## src/rtl/rx_ring_pkg.sv

```systemverilog
package rx_ring_pkg;
  typedef enum logic [1:0] {
    MT_HALF    = 2'd0,
    MT_QUARTER = 2'd1,
    MT_EIGHTH  = 2'd2,
    MT_OFF     = 2'd3
  } min_sel_e;

  typedef struct packed {
    logic low_irq;
    logic force_wb;
    logic thr_wb;
    logic prefetch;
    logic fetch;
    logic stop;
  } ring_req_t;

  localparam int unsigned LEN_ALIGN = 7;
endpackage

```

## src/rtl/ring_lowmark.sv

```systemverilog
module ring_lowmark
  import rx_ring_pkg::*;
#(
  parameter int unsigned LEN_W = 16
) (
  input  logic [LEN_W-1:0] ring_len_i,
  input  logic [LEN_W-1:0] desc_left_i,
  input  logic [1:0]       min_sel_i,
  output logic             low_o
);
  localparam int unsigned NFRAC = 3;

  logic [LEN_W-1:0] len_aligned;
  logic [NFRAC-1:0] below;

  // low bits of the programmed length are not stored
  assign len_aligned = {ring_len_i[LEN_W-1:LEN_ALIGN], LEN_ALIGN'(0)};

  for (genvar k = 0; k < NFRAC; k++) begin : g_frac
    logic [LEN_W-1:0] frac;
    assign frac     = len_aligned >> (k + 1);
    assign below[k] = (desc_left_i <= frac);
  end

  always_comb begin
    unique case (min_sel_e'(min_sel_i))
      MT_HALF:    low_o = below[0];
      MT_QUARTER: low_o = below[1];
      MT_EIGHTH:  low_o = below[2];
      default:    low_o = 1'b0;
    endcase
  end
endmodule

```

## src/rtl/ring_cache_policy.sv

```systemverilog
module ring_cache_policy
  import rx_ring_pkg::*;
#(
  parameter int unsigned LEN_W   = 16,
  parameter int unsigned CACHE_W = 6
) (
  input  logic [LEN_W-1:0]   desc_left_i,
  input  logic [CACHE_W-1:0] cache_used_i,
  input  logic [CACHE_W-1:0] cache_unused_i,
  input  logic [CACHE_W-1:0] pf_thresh_i,
  input  logic [CACHE_W-1:0] host_thresh_i,
  input  logic [CACHE_W-1:0] wb_thresh_i,
  output logic               force_wb_o,
  output logic               thr_wb_o,
  output logic               prefetch_o,
  output logic               fetch_o,
  output logic               stop_o
);
  logic [LEN_W-1:0] unused_ext, host_ext, host_side;
  logic             ring_empty, cache_empty, left_ahead;

  assign unused_ext  = LEN_W'(cache_unused_i);
  assign host_ext    = LEN_W'(host_thresh_i);
  assign ring_empty  = (desc_left_i == '0);
  assign cache_empty = (cache_unused_i == '0);
  // guard against wrap when left < unused
  assign left_ahead  = (desc_left_i > unused_ext);
  assign host_side   = desc_left_i - unused_ext;

  assign force_wb_o  = ring_empty;
  assign thr_wb_o    = (wb_thresh_i >= cache_used_i);
  assign prefetch_o  = (cache_unused_i < pf_thresh_i) && left_ahead && (host_side > host_ext);
  assign fetch_o     = cache_empty;
  assign stop_o      = ring_empty || cache_empty;
endmodule

```

## src/rtl/rx_ring_monitor.sv

```systemverilog
module rx_ring_monitor
  import rx_ring_pkg::*;
#(
  parameter int unsigned LEN_W   = 16,
  parameter int unsigned CACHE_W = 6
) (
  input  logic               clk_i,
  input  logic               rst_ni,
  input  logic               pkt_done_i,
  input  logic [LEN_W-1:0]   ring_len_i,
  input  logic [LEN_W-1:0]   desc_left_i,
  input  logic [CACHE_W-1:0] cache_used_i,
  input  logic [CACHE_W-1:0] cache_unused_i,
  input  logic [1:0]         min_sel_i,
  input  logic [CACHE_W-1:0] pf_thresh_i,
  input  logic [CACHE_W-1:0] host_thresh_i,
  input  logic [CACHE_W-1:0] wb_thresh_i,
  output logic               low_irq_o,
  output logic               force_wb_o,
  output logic               thr_wb_o,
  output logic               prefetch_o,
  output logic               fetch_o,
  output logic               stop_o
);
  ring_req_t req_d, req_q;

  ring_lowmark #(.LEN_W(LEN_W)) u_lowmark (
    .ring_len_i  (ring_len_i),
    .desc_left_i (desc_left_i),
    .min_sel_i   (min_sel_i),
    .low_o       (req_d.low_irq)
  );

  ring_cache_policy #(.LEN_W(LEN_W), .CACHE_W(CACHE_W)) u_policy (
    .desc_left_i    (desc_left_i),
    .cache_used_i   (cache_used_i),
    .cache_unused_i (cache_unused_i),
    .pf_thresh_i    (pf_thresh_i),
    .host_thresh_i  (host_thresh_i),
    .wb_thresh_i    (wb_thresh_i),
    .force_wb_o     (req_d.force_wb),
    .thr_wb_o       (req_d.thr_wb),
    .prefetch_o     (req_d.prefetch),
    .fetch_o        (req_d.fetch),
    .stop_o         (req_d.stop)
  );

  always_ff @(posedge clk_i or negedge rst_ni) begin
    if (!rst_ni)         req_q <= '0;
    else if (pkt_done_i) req_q <= req_d;
    else                 req_q <= '0;
  end

  assign low_irq_o  = req_q.low_irq;
  assign force_wb_o = req_q.force_wb;
  assign thr_wb_o   = req_q.thr_wb;
  assign prefetch_o = req_q.prefetch;
  assign fetch_o    = req_q.fetch;
  assign stop_o     = req_q.stop;
endmodule

```

## config.mk

```make
export PLATFORM = sky130hd
export DESIGN_NAME = rx_ring_monitor
export DESIGN_NICKNAME = d
export VERILOG_FILES = /design/src/rtl/rx_ring_pkg.sv /design/src/rtl/ring_lowmark.sv /design/src/rtl/ring_cache_policy.sv /design/src/rtl/rx_ring_monitor.sv
export SDC_FILE = /design/constraint.sdc
export NUM_CORES = 1
export LEC_CHECK = 0
export ABC_AREA = 1
export BUFFER_PORTS_ARGS = -buffer_cell sky130_fd_sc_hd__buf_2
export CAP_MARGIN = 20
export CELL_PAD_IN_SITES_DETAIL_PLACEMENT = 1
export CELL_PAD_IN_SITES_GLOBAL_PLACEMENT = 1
export CORE_ASPECT_RATIO = 1.4
export CORE_UTILIZATION = 37
export DETAILED_ROUTE_END_ITERATION = 12
export GPL_TIMING_DRIVEN = 0
export PLACE_DENSITY_LB_ADDON = 0.15
export SYNTH_ARGS = -nofsm -noshare
export SYNTH_HDL_FRONTEND = slang
export SYNTH_SLANG_ARGS = --single-unit
```

## constraint.sdc

```tcl
create_clock -name clk_i -period 1.41 [get_ports clk_i]
set_input_delay 0.423 -clock clk_i [delete_from_list [all_inputs] [get_ports clk_i]]
set_output_delay 0.423 -clock clk_i [all_outputs]
set_load 0.01 [all_outputs]
```

==> impl_results.md <==
- Starting density of the core: 0.388
- Die span in y: 89.7 um
- Critical path, cell by cell: buf_8, inv_12, ha_4, fa_2, inv_2, nand2_2, nand2_2, nand2_2, xnor2_2, ha_1, nand2_2, inv_2, nand2_2, a21oi_2, nor2_1, nand2_1, nor2_2, nor2_1
- Fillcell total: 676
- Setup ws final: -846 ps
- WL per Instance: 17.1 um
- Post-layout instance count excluding filler cells: 472
- Status: finished, violations left
- WHS: -2.25 ps
- Die area: 5800 sq um
- NumNets Final: 526
- Arr. time, crit path: 2380 ps
- Layout overhead on the synthesized area: 56.5%
- Worst Path Required: 1530 ps
- Syn Nets: 450
- Slowest cell on crit path: fa_2
- Leakage: 1.64 nW
- Syn avg cell area: 6.12 sq um
- Max cap viols: 0
- Number of remaining DRC errors: 0
- Sequential cell area fraction in the yosys report: 0.0739
- Footprint of the multi-input gates: 2090 sq um
- Seq. cell area: 150 sq um
- Fraction of power consumed by sequential logic: 0.120
- GRT Overall Usage: 0.225
- I/O pins: 73
- Number of synthesized flops with an enable pin: 0
- Yosys warns: 0
- DR vias/cell: 5.42
- Setup crit start kind: input port
- Vias post-DR: 2557
- Switch share: 0.447
- VDD IR max: 0.224 mV
- HPWL after detailed placement: 5.27 mm
- CTS Buffer Depth: 2
- # diodes: 0
- Drt first pass iters: 4
- Ratio of final minimum period to clock period: 1.60
- Register bit total from synthesis: 6
- Clock root cell: clkbuf_8
- Cell family with most CP delay: adder cells
- Critical path class: input port to register
- Synth area leader: ha_1
- Cells after Synth: 332
- Setup violations, final: 2
- Die width: 64.6 um
- Clk pwr share: 0.188
- Synth async-reset ratio: 1.00
- CP Max Fanout: 2
- Final Util: 0.607
- Buffer and inverter count on the worst path: 4
- CTS Hold Bufs: 0
- Comb power frac: 0.692
- Cell Rows: 31
- Crit. End Element: register
- Cells after DPL: 463
- Synth Flop Type: dfrtp_1
- Worst slew margin: 0.763
- Detailed Route WL: 8.06 mm
- Clock transition at the registers of the reported paths: 40 ps
- Psw: 0.000677 W
- Final min period: 2260 ps
- Most common cell in the netlist: nand2_1
- CP dominant cell by count: nand2_2
- Final hold violations: 3
- Top post-synthesis cells by area: ha_1, nand2_1, inv_1
- Top cell type's share of synthesized area: 0.308
- PwrDens: 476 nW/um^2
- Slowest stage delay, CP: 360 ps
- Synth cell count leaders: nand2_1, inv_1, ha_1
- CTS Sinks: 6
- Iteration-0 DRC Markers: 56
- Share of layout cells above drive strength 1: 0.401
- Unrepaired setup endpoints after global routing: yes
- CTS H-tree depth: 1
- Total CTS buffers: 3
- Initial antenna violation count: 0
- Failing checks: negative hold slack, negative setup slack
- Global-route wire length before repair: 10.3 mm
- Worst Tran Pin Value: 353 ps
- Routed Antenna Nets: 0
- Fmax: 443 MHz
- GR Overflow Total: 0
- Vias in the first global route: 2400
- Gpl congestion: 0.850
- Min-Delay Path Class: input port to asynchronous set/reset pin
- Largest net degree at the start of global routing: 8
- CTS tree: done
- IO Port Bufs: 65
- Max Slew Vio Count: 0
- Cell area after synthesis: 2030 sq um
- Core Area: 5240 sq um
- Yosys cell types: 32
- Int Pwr: 0.000836 W
## power by group through the flow
| stage | Clock (W) | Sequential (W) | Combinational, W |
|---|---|---|---|
| final | 0.000285 | 0.000182 | 0.00105 |
| after global routing | 0.000291 | 0.000182 | 0.00115 |
| after CTS | 0.000262 | 0.000182 | 0.000845 |
| after detailed placement | 0 | 0.000184 | 0.000731 |
| after global placement | 0 | 0.000184 | 0.000696 |
| after floorplan | 0 | 0.000188 | 0.000465 |
## layout make-up
cell class | count | area share
Clock buffer | 3 | 0.0130
Inverter | 77 | 0.102
Multi-Input combinational cell | 249 | 0.657
Sequential cell | 6 | 0.0472
Tap cell | 66 | 0.0260
Timing Repair Buffer | 71 | 0.155
## placed cells by master (no fill, tap or decap), types with 6 or more instances in the layout
cell,synthesis,final
a21oi_2,0,7
nor2_1,29,25
nand2_1,78,68
nand2_2,4,14
inv_1,74,60
inv_4,0,7
nand3_1,23,19
ha_1,50,25
inv_2,2,7
nand4_1,7,7
buf_4,0,11
buf_6,0,12
ha_4,0,25
a21oi_1,18,11
o21ai_1,2,6
dfrtp_1,6,6
buf_2,0,45
## worst paths after layout
path / cells past startpoint / slack, ps / to / from
max in group asynchronous: 1 / 1270 / thr_wb_o$_DFF_PN0_ / rst_ni
min: 1 / -2 / fetch_o$_DFF_PN0_ / rst_ni
min in group clk_i: 2 / 380 / fetch_o$_DFF_PN0_ / cache_unused_i[0]
max: 18 / -850 / prefetch_o$_DFF_PN0_ / desc_left_i[0]
## flip-flops by register name, summed over array words and instances, names as in the netlist
register / cells
fetch_o: 1
force_wb_o: 1
low_irq_o: 1
prefetch_o: 1
stop_o: 1
thr_wb_o: 1
## what timing repair did
item	CTS	global route
buffers inserted	3	3
pin swaps	17	37
gates resized for setup	46	78
endpoints found under the setup margin	3	3
hold endpoints to repair	0	0
## kinds of logic (layout without fill, tap and decap cells)
| kind of cell | Yosys count | in the layout | synth area share |
|---|---|---|---|
| buf+inv | 77 | 151 | 0.142 |
| compound gates | 36 | 36 | 0.100 |
| fa+ha+maj | 51 | 51 | 0.318 |
| flops | 6 | 6 | 0.0739 |
| simple gates | 158 | 158 | 0.349 |
| xor+xnor | 4 | 4 | 0.0172 |
## metrics by stage
step	TNS [ps]	area [sq um]	total power (W)	worst slack, ps	hold slack [ps]
5_1_grt	-1120	3180	0.00162	-925	12.2
2_1_floorplan	-747	2100	0.000653	-747	127
6_report	-976	3180	0.00151	-846	-2.25
3_5_place_dp	-1990	2510	0.000915	-1300	252
3_3_place_gp	-1870	2510	0.000880	-1250	247
4_1_cts	-857	2810	0.00129	-857	17.4
## metal layers
metal	up-vias	routed length [um]	global-route usage
met1	1209	2850	0.232
met3	33	341	0.0164
li1	1218	-	-
met5	-	0	0
met2	97	4460	0.471
met4	0	403	0.0747
Power figures use the tool's default switching activity.
